===== src/rtl/ks_pkg.sv =====
// Package: shared defaults for the key-expansion step pipeline.
// Assumes a 32-bit word and a rotation amount that is a power-of-two width.
package ks_pkg;
    parameter int KS_WORD_W   = 32;   // data word width
    parameter int KS_ROT_W    = 4;    // rotation amount bits applied inside the step
    parameter int KS_A_ROT    = 3;    // fixed rotation on the A path
    parameter int KS_S_DLY    = 3;    // S pass-through delay
    parameter int KS_L_DLY    = 12;   // L pass-through delay
    parameter int KS_LCMD_DLY = 14;   // L command pass-through delay

    // Register pair carried along the B side of the pipeline
    typedef struct packed {
        logic [KS_WORD_W-1:0] word;
        logic                 cmd;
    } ks_word_cmd_t;
endpackage


===== src/rtl/ks_cmd_rot.sv =====
// Module: ks_cmd_rot
// Resolves a pending half-word rotation: rotates the input left by W/2
// when the command bit is set, passes it unchanged otherwise.
// Assumes W is even. Purely combinational.
module ks_cmd_rot #(
    parameter int W = 32
) (
    input  logic [W-1:0] din,
    input  logic         cmd,
    output logic [W-1:0] dout
);
    localparam int HALF = W / 2;

    // Select between the word and its half-swapped form
    always_comb begin
        if (cmd)
            dout = {din[W-HALF-1:0], din[W-1:W-HALF]};
        else
            dout = din;
    end
endmodule


===== src/rtl/ks_var_rot.sv =====
// Module: ks_var_rot
// Variable left rotation by an AW-bit amount, built as a log-depth barrel
// with one conditional stage per amount bit. Assumes (1 << (AW-1)) < W.
// Purely combinational.
module ks_var_rot #(
    parameter int W  = 32,
    parameter int AW = 4
) (
    input  logic [W-1:0]  din,
    input  logic [AW-1:0] amt,
    output logic [W-1:0]  dout
);
    logic [W-1:0] stage [AW+1];

    assign stage[0] = din;

    // One stage per bit of the amount; stage gi rotates by 2**gi
    for (genvar gi = 0; gi < AW; gi++) begin : g_stage
        localparam int SH = (1 << gi) % W;
        localparam int RS = (W - SH) % W;
        assign stage[gi+1] = amt[gi] ? ((stage[gi] << SH) | (stage[gi] >> RS))
                                     : stage[gi];
    end

    assign dout = stage[AW];
endmodule


===== src/rtl/ks_delay_line.sv =====
// Module: ks_delay_line
// Fixed-latency register chain with synchronous active-low clear.
// Output equals the input D cycles earlier. Assumes D >= 1.
module ks_delay_line #(
    parameter int W = 32,
    parameter int D = 3
) (
    input  logic         clk,
    input  logic         rst_n,
    input  logic [W-1:0] din,
    output logic [W-1:0] dout
);
    logic [W-1:0] tap [D];

    // Shift the chain by one position each cycle
    always_ff @(posedge clk) begin
        if (!rst_n) begin
            for (int i = 0; i < D; i++) tap[i] <= '0;
        end else begin
            tap[0] <= din;
            for (int i = 1; i < D; i++) tap[i] <= tap[i-1];
        end
    end

    assign dout = tap[D-1];
endmodule


===== src/rtl/rc5_ksched_step.sv =====
// Module: rc5_ksched_step
// One fully pipelined RC5-32 key-expansion mixing step.
//   A_new = ROTL(A + S + B', A_ROT)          -> a_out, 5 cycles after A
//   t     = A_new + B'
//   B_new = ROTL(t + L', t[ROT_W-1:0])       -> b_out, 6 cycles after A
//   b_cmd_out = t[ROT_W] (rotation by 2**ROT_W left to the consumer)
// Assumes B arrives one cycle after A/S and L three cycles after A/S,
// each with a command bit requesting a rotation by W/2 before use.
// S, raw L and raw L command are forwarded through fixed delay lines.
module rc5_ksched_step
    import ks_pkg::*;
#(
    parameter int W        = KS_WORD_W,
    parameter int ROT_W    = KS_ROT_W,
    parameter int A_ROT    = KS_A_ROT,
    parameter int S_DLY    = KS_S_DLY,
    parameter int L_DLY    = KS_L_DLY,
    parameter int LCMD_DLY = KS_LCMD_DLY
) (
    input  logic         clk,
    input  logic         rst_n,
    input  logic [W-1:0] a_in,
    input  logic [W-1:0] s_in,
    input  logic [W-1:0] b_in,
    input  logic         b_cmd_in,
    input  logic [W-1:0] l_in,
    input  logic         l_cmd_in,
    output logic [W-1:0] a_out,
    output logic [W-1:0] s_out,
    output logic [W-1:0] b_out,
    output logic         b_cmd_out,
    output logic [W-1:0] l_out,
    output logic         l_cmd_out
);
    localparam int CMD_BIT = ROT_W;   // first amount bit not applied here

    // Adjusted operands (combinational)
    logic [W-1:0] b_adj;
    logic [W-1:0] l_adj;
    logic [W-1:0] b_rot;

    // Pipeline registers, named by the cycle in which they become visible
    logic [W-1:0]     p1_as;    // A + S
    logic [W-1:0]     p2_asb;   // A + S + B'
    logic [W-1:0]     p2_b;     // B'
    logic [W-1:0]     p3_a;     // A_new
    logic [W-1:0]     p3_b;     // B'
    logic [W-1:0]     p4_t;     // t
    logic [W-1:0]     p4_a;     // A_new
    logic [W-1:0]     p4_l;     // L'
    logic [W-1:0]     p5_u;     // t + L'
    logic [ROT_W-1:0] p5_amt;   // applied rotation amount
    logic             p5_cmd;   // deferred rotation flag
    logic [W-1:0]     a_q;
    ks_word_cmd_t     b_q;

    ks_cmd_rot #(.W(W)) u_b_adj (.din(b_in), .cmd(b_cmd_in), .dout(b_adj));
    ks_cmd_rot #(.W(W)) u_l_adj (.din(l_in), .cmd(l_cmd_in), .dout(l_adj));

    ks_var_rot #(.W(W), .AW(ROT_W)) u_b_rot (
        .din (p5_u),
        .amt (p5_amt),
        .dout(b_rot)
    );

    // Stages 1-3: accumulate A + S + B' and apply the fixed A rotation
    always_ff @(posedge clk) begin
        if (!rst_n) begin
            p1_as  <= '0;
            p2_asb <= '0;
            p2_b   <= '0;
            p3_a   <= '0;
            p3_b   <= '0;
        end else begin
            p1_as  <= a_in + s_in;
            p2_asb <= p1_as + b_adj;
            p2_b   <= b_adj;
            p3_a   <= {p2_asb[W-A_ROT-1:0], p2_asb[W-1:W-A_ROT]};
            p3_b   <= p2_b;
        end
    end

    // Stages 4-5: form t, bring in L', split the rotation amount
    always_ff @(posedge clk) begin
        if (!rst_n) begin
            p4_t   <= '0;
            p4_a   <= '0;
            p4_l   <= '0;
            p5_u   <= '0;
            p5_amt <= '0;
            p5_cmd <= 1'b0;
        end else begin
            p4_t   <= p3_a + p3_b;
            p4_a   <= p3_a;
            p4_l   <= l_adj;
            p5_u   <= p4_t + p4_l;
            p5_amt <= p4_t[ROT_W-1:0];
            p5_cmd <= p4_t[CMD_BIT];
        end
    end

    // Output registers for the A and B results
    always_ff @(posedge clk) begin
        if (!rst_n) begin
            a_q <= '0;
            b_q <= '0;
        end else begin
            a_q      <= p4_a;
            b_q.word <= b_rot;
            b_q.cmd  <= p5_cmd;
        end
    end

    assign a_out     = a_q;
    assign b_out     = b_q.word;
    assign b_cmd_out = b_q.cmd;

    // Pass-through alignment lines for the next step in a chain
    ks_delay_line #(.W(W), .D(S_DLY)) u_s_dly (
        .clk(clk), .rst_n(rst_n), .din(s_in), .dout(s_out)
    );
    ks_delay_line #(.W(W), .D(L_DLY)) u_l_dly (
        .clk(clk), .rst_n(rst_n), .din(l_in), .dout(l_out)
    );
    ks_delay_line #(.W(1), .D(LCMD_DLY)) u_lcmd_dly (
        .clk(clk), .rst_n(rst_n), .din(l_cmd_in), .dout(l_cmd_out)
    );
endmodule


===== config.mk =====
export PLATFORM = sky130hd
export DESIGN_NAME = rc5_ksched_step
export DESIGN_NICKNAME = d
export VERILOG_FILES = /design/src/rtl/ks_pkg.sv /design/src/rtl/ks_cmd_rot.sv /design/src/rtl/ks_var_rot.sv /design/src/rtl/ks_delay_line.sv /design/src/rtl/rc5_ksched_step.sv
export SDC_FILE = /design/constraint.sdc
export NUM_CORES = 1
export LEC_CHECK = 0
export BUFFER_PORTS_ARGS = -buffer_cell sky130_fd_sc_hd__buf_2
export CELL_PAD_IN_SITES_DETAIL_PLACEMENT = 1
export CELL_PAD_IN_SITES_GLOBAL_PLACEMENT = 1
export CORE_MARGIN = 2
export CORE_UTILIZATION = 51
export DETAILED_ROUTE_END_ITERATION = 8
export HOLD_SLACK_MARGIN = 0.08
export PLACE_DENSITY = 0.8
export SYNTH_ARGS = -nofsm -noshare
export SYNTH_HDL_FRONTEND = slang
export SYNTH_HIERARCHICAL = 1
export SYNTH_SLANG_ARGS = --single-unit

===== constraint.sdc =====
create_clock -name clk -period 9.3 [get_ports clk]
set_input_delay 1.395 -clock clk [delete_from_list [all_inputs] [get_ports clk]]
set_output_delay 1.395 -clock clk [all_outputs]
set_load 0.01 [all_outputs]

==> results.yml <==
outcome:
  status: "complete, no violations"
floorplanning:
  core_area_sq_um: 63100
  start_util_pct: 51.7
  die_w_microns: 257
  io_pins: 262
  fp-row-count: 92
  dieArea_sq_um: 65900
  dieHeight_microns: 257
logic_synthesis:
  yosysWarnings: 6
  syn_area_per_cell_sq_um: 10.8
  synth_cells: 3007
  synth_cell_types: 80
  synth_flop_cell: "dfxtp_1"
  async_flop_share_pct: 0
  ys_seq_elements: 852
  ys_seq_area_share_pct: 52.3
  synth_edf_count: 0
  netlist_area_sq_um: 32600
  synth_nets: 3267
sta:
  fmax_mhz: 218
  skew_ns: 0.0431
  worst_pin_slew_ns: 1.07
  hold_slack_ns: 0.403
  post-route-min-period_ns: 4.59
  post-route-period-util_pct: 49.4
  maxSlewHeadroom_pct: 28.4
  drv_slew: 0
  setup_violations: 0
  rsz0062_at_grt: "false"
  hold_viol: 0
  setup_tns_ns: 0
cts:
  cts_resized: 0
  clk-insertion-delay-late_ns: 0.65
  cts_max_level: 3
  clk_pin_slew_worst_paths_ns: 0.06
  cts_tree: "yes"
  hold_buffers: 0
  postCtsSetupRepairBufs: 0
  clock_path_buffers: 3
  root_buffer: "clkbuf_16"
  cts_made_buffers: 85
  cts_sinks: 852
cells_and_area:
  final_core_util_pct: 58.5
  drive_gt1_share_pct: 17.4
  nFillCells: 6700
  syn_to_final_growth_pct: 13.2
  nNetsFinal: 3433
critical_path:
  r2r_cells: 8
  critPathMaxStageDelay_ns: 0.73
  r2r_slack_ns: 6.19
  path_class: "in -> reg"
  path_cells: "buf_2 -> mux2_4 -> ha_1 -> fa_1 -> a211oi_1 -> o21a_1 -> nor4_1 -> o21ai_0 -> o21ai_0 -> a211oi_1 -> mux2i_1"
  cp.required_ns: 9.84
  arrival_ns: 5.13
  regToRegEndpoint: "p5_u[31]"
  timing.rr.start: "p4_l[10]"
  crit_buf_inv: 1
  crit_path_start_kind: "primary input"
  cp_slowest_cell: "buf_2"
  cp_top_family: "compound AO/OA/AOI/OAI gates"
  cp_max_fo: 32
  crit_path_end_kind: "flip-flop"
detailed_routing:
  dr.pass1.iters: 5
  via_count: 21600
  wire_per_inst_microns: 20.3
  routed_wl_microns: 83100
  drt_iter0_drc: 1018
  drc: 0
  vias_per_cell: 5.27
  postRouteAntennaNets: 0
pwr:
  p_leak_nw: 16.1
  powerDensity_nw_per_um2: 233
  vdd_drop_max_mv: 0.177
global_routing:
  grt_usage_pct: 24.9
  grt_pass1_wl_microns: 129000
  grt_max_degree: 268
  grt_remaining_overflow: 0
  grt_pass1_vias: 23200
  antenna_found_initial: 4
hold_path:
  whs_path_depth: 1
  hold_start: "p2_b[17]"
  min_delay_worst_endpoint: "p3_b[17]"
  hold_path_class: "reg -> reg"
placed_design:
  routabilityCongestion: 0.914
  dp_hpwl_microns: 58500
  portBuffers: 261
flow_run:
  drv_cap: 0
[cell usage after synthesis, types with 25 or more instances]
| master | number | area share (%) |
|---|---|---|
| nand2_1 | 97 | 1.1 |
| and2_1 | 733 | 14 |
| xnor2_1 | 39 | 1.0 |
| nand4_1 | 25 | 0.48 |
| clkbuf_2 | 36 | 0.55 |
| a21o_1 | 57 | 1.3 |
| nor3_1 | 42 | 0.64 |
| clkbuf_1 | 78 | 0.90 |
| dfxtp_1 | 852 | 52 |
| nor2_1 | 140 | 1.6 |
| mux2_4 | 60 | 2.8 |
| a211oi_1 | 27 | 0.62 |
| ha_1 | 124 | 4.8 |
| nand3_1 | 30 | 0.46 |
| o21ai_0 | 89 | 1.4 |
| xor2_1 | 30 | 0.81 |
| inv_1 | 34 | 0.39 |
| a21oi_1 | 121 | 1.9 |
| mux4_2 | 63 | 4.4 |
| buf_4 | 32 | 0.74 |
[final cells by class]
type                       instances  area, sq um  area share, %
sequential                       852        17100           46.3
clock buffer                     111         2310           6.28
inverter                          35          131          0.356
timing repair buffer             268         1380           3.75
multi-input combinational       1931        14300           38.7
clock inverter                    42          657           1.78
antenna                            2         5.00         0.0136
tap                              846         1060           2.87
[state kept, by name (all words and copies together) (netlist names)]
name and flops:
u_l_dly/tap 384, u_s_dly/tap 96, a_out 32, b_out 32
p1_as 32, p2_asb 32, p2_b 32, p3_a 32
p3_b 32, p4_a 32, p4_l 32, p4_t 32
p5_u 32, u_lcmd_dly/tap 14, p5_amt 4, b_cmd_out 1
p5_cmd 1
[routing by layer]
| layer | up-vias | global-route usage [%] | part of all wire [%] |
|---|---|---|---|
| met5 | - | 0 | 0 |
| met4 | 0 | 9.80 | 3.9 |
| met2 | 432 | 46.4 | 52 |
| met3 | 163 | 3.50 | 3.2 |
| met1 | 10500 | 28.7 | 41 |
| li1 | 10500 | - | - |
[cells by family after synthesis]
group	share of synthesized area [%]
AOI/OAI and AO/OA	8.83
xor gates and xnor gates	1.85
adders and majority gates	5.01
buffers and inverters	3.86
DFF	52.3
muxes	7.95
and+or+nand+nor	20.2
[stage by stage]
step	cell area, sq um	std cells	total power [mW]	setup slack [ns]
floorplan	32600	3007	4.74	5.21
global placement	33900	3932	5.05	4.11
detailed placement	33900	3932	5.08	4.09
CTS	36900	4085	8.67	4.73
global route	36900	4086	8.94	4.49
finish	36900	4087	8.58	4.71
[how the worst max path moves through the flow]
stage | from | endpoint | slack [ns] | cells after the start
after global routing | b_cmd_in | p2_asb[30] | 4.49 | 11
final | b_cmd_in | p2_asb[30] | 4.71 | 11
after global placement | b_cmd_in | p2_asb[30] | 4.11 | 10
after detailed placement | b_cmd_in | p2_asb[30] | 4.09 | 10
after floorplan | b_cmd_in | p2_asb[30] | 5.21 | 12
after CTS | b_cmd_in | p2_asb[30] | 4.73 | 10
[layout by cell type (no fill, tap or decap), types with 34 or more instances in the layout]
master | netlist | final
a21o_1 | 57 | 57
a21oi_1 | 121 | 121
and2_1 | 733 | 733
buf_2 | 16 | 260
clkbuf_16 | 0 | 85
dfxtp_1 | 852 | 850
ha_1 | 124 | 124
inv_1 | 34 | 34
mux2_4 | 60 | 60
mux4_2 | 63 | 63
nand2_1 | 97 | 97
nor2_1 | 140 | 140
nor3_1 | 42 | 42
o21ai_0 | 89 | 89
xnor2_1 | 39 | 39
[report_power, final]
part | internal (mW) | leakage [nW] | switching, mW
sequential | 3.85 | 6.97 | 0.120
combinational | 0.450 | 7.76 | 0.591
clock | 2.09 | 1.42 | 1.48
No activity file was read; power rests on OpenSTA's default activity.
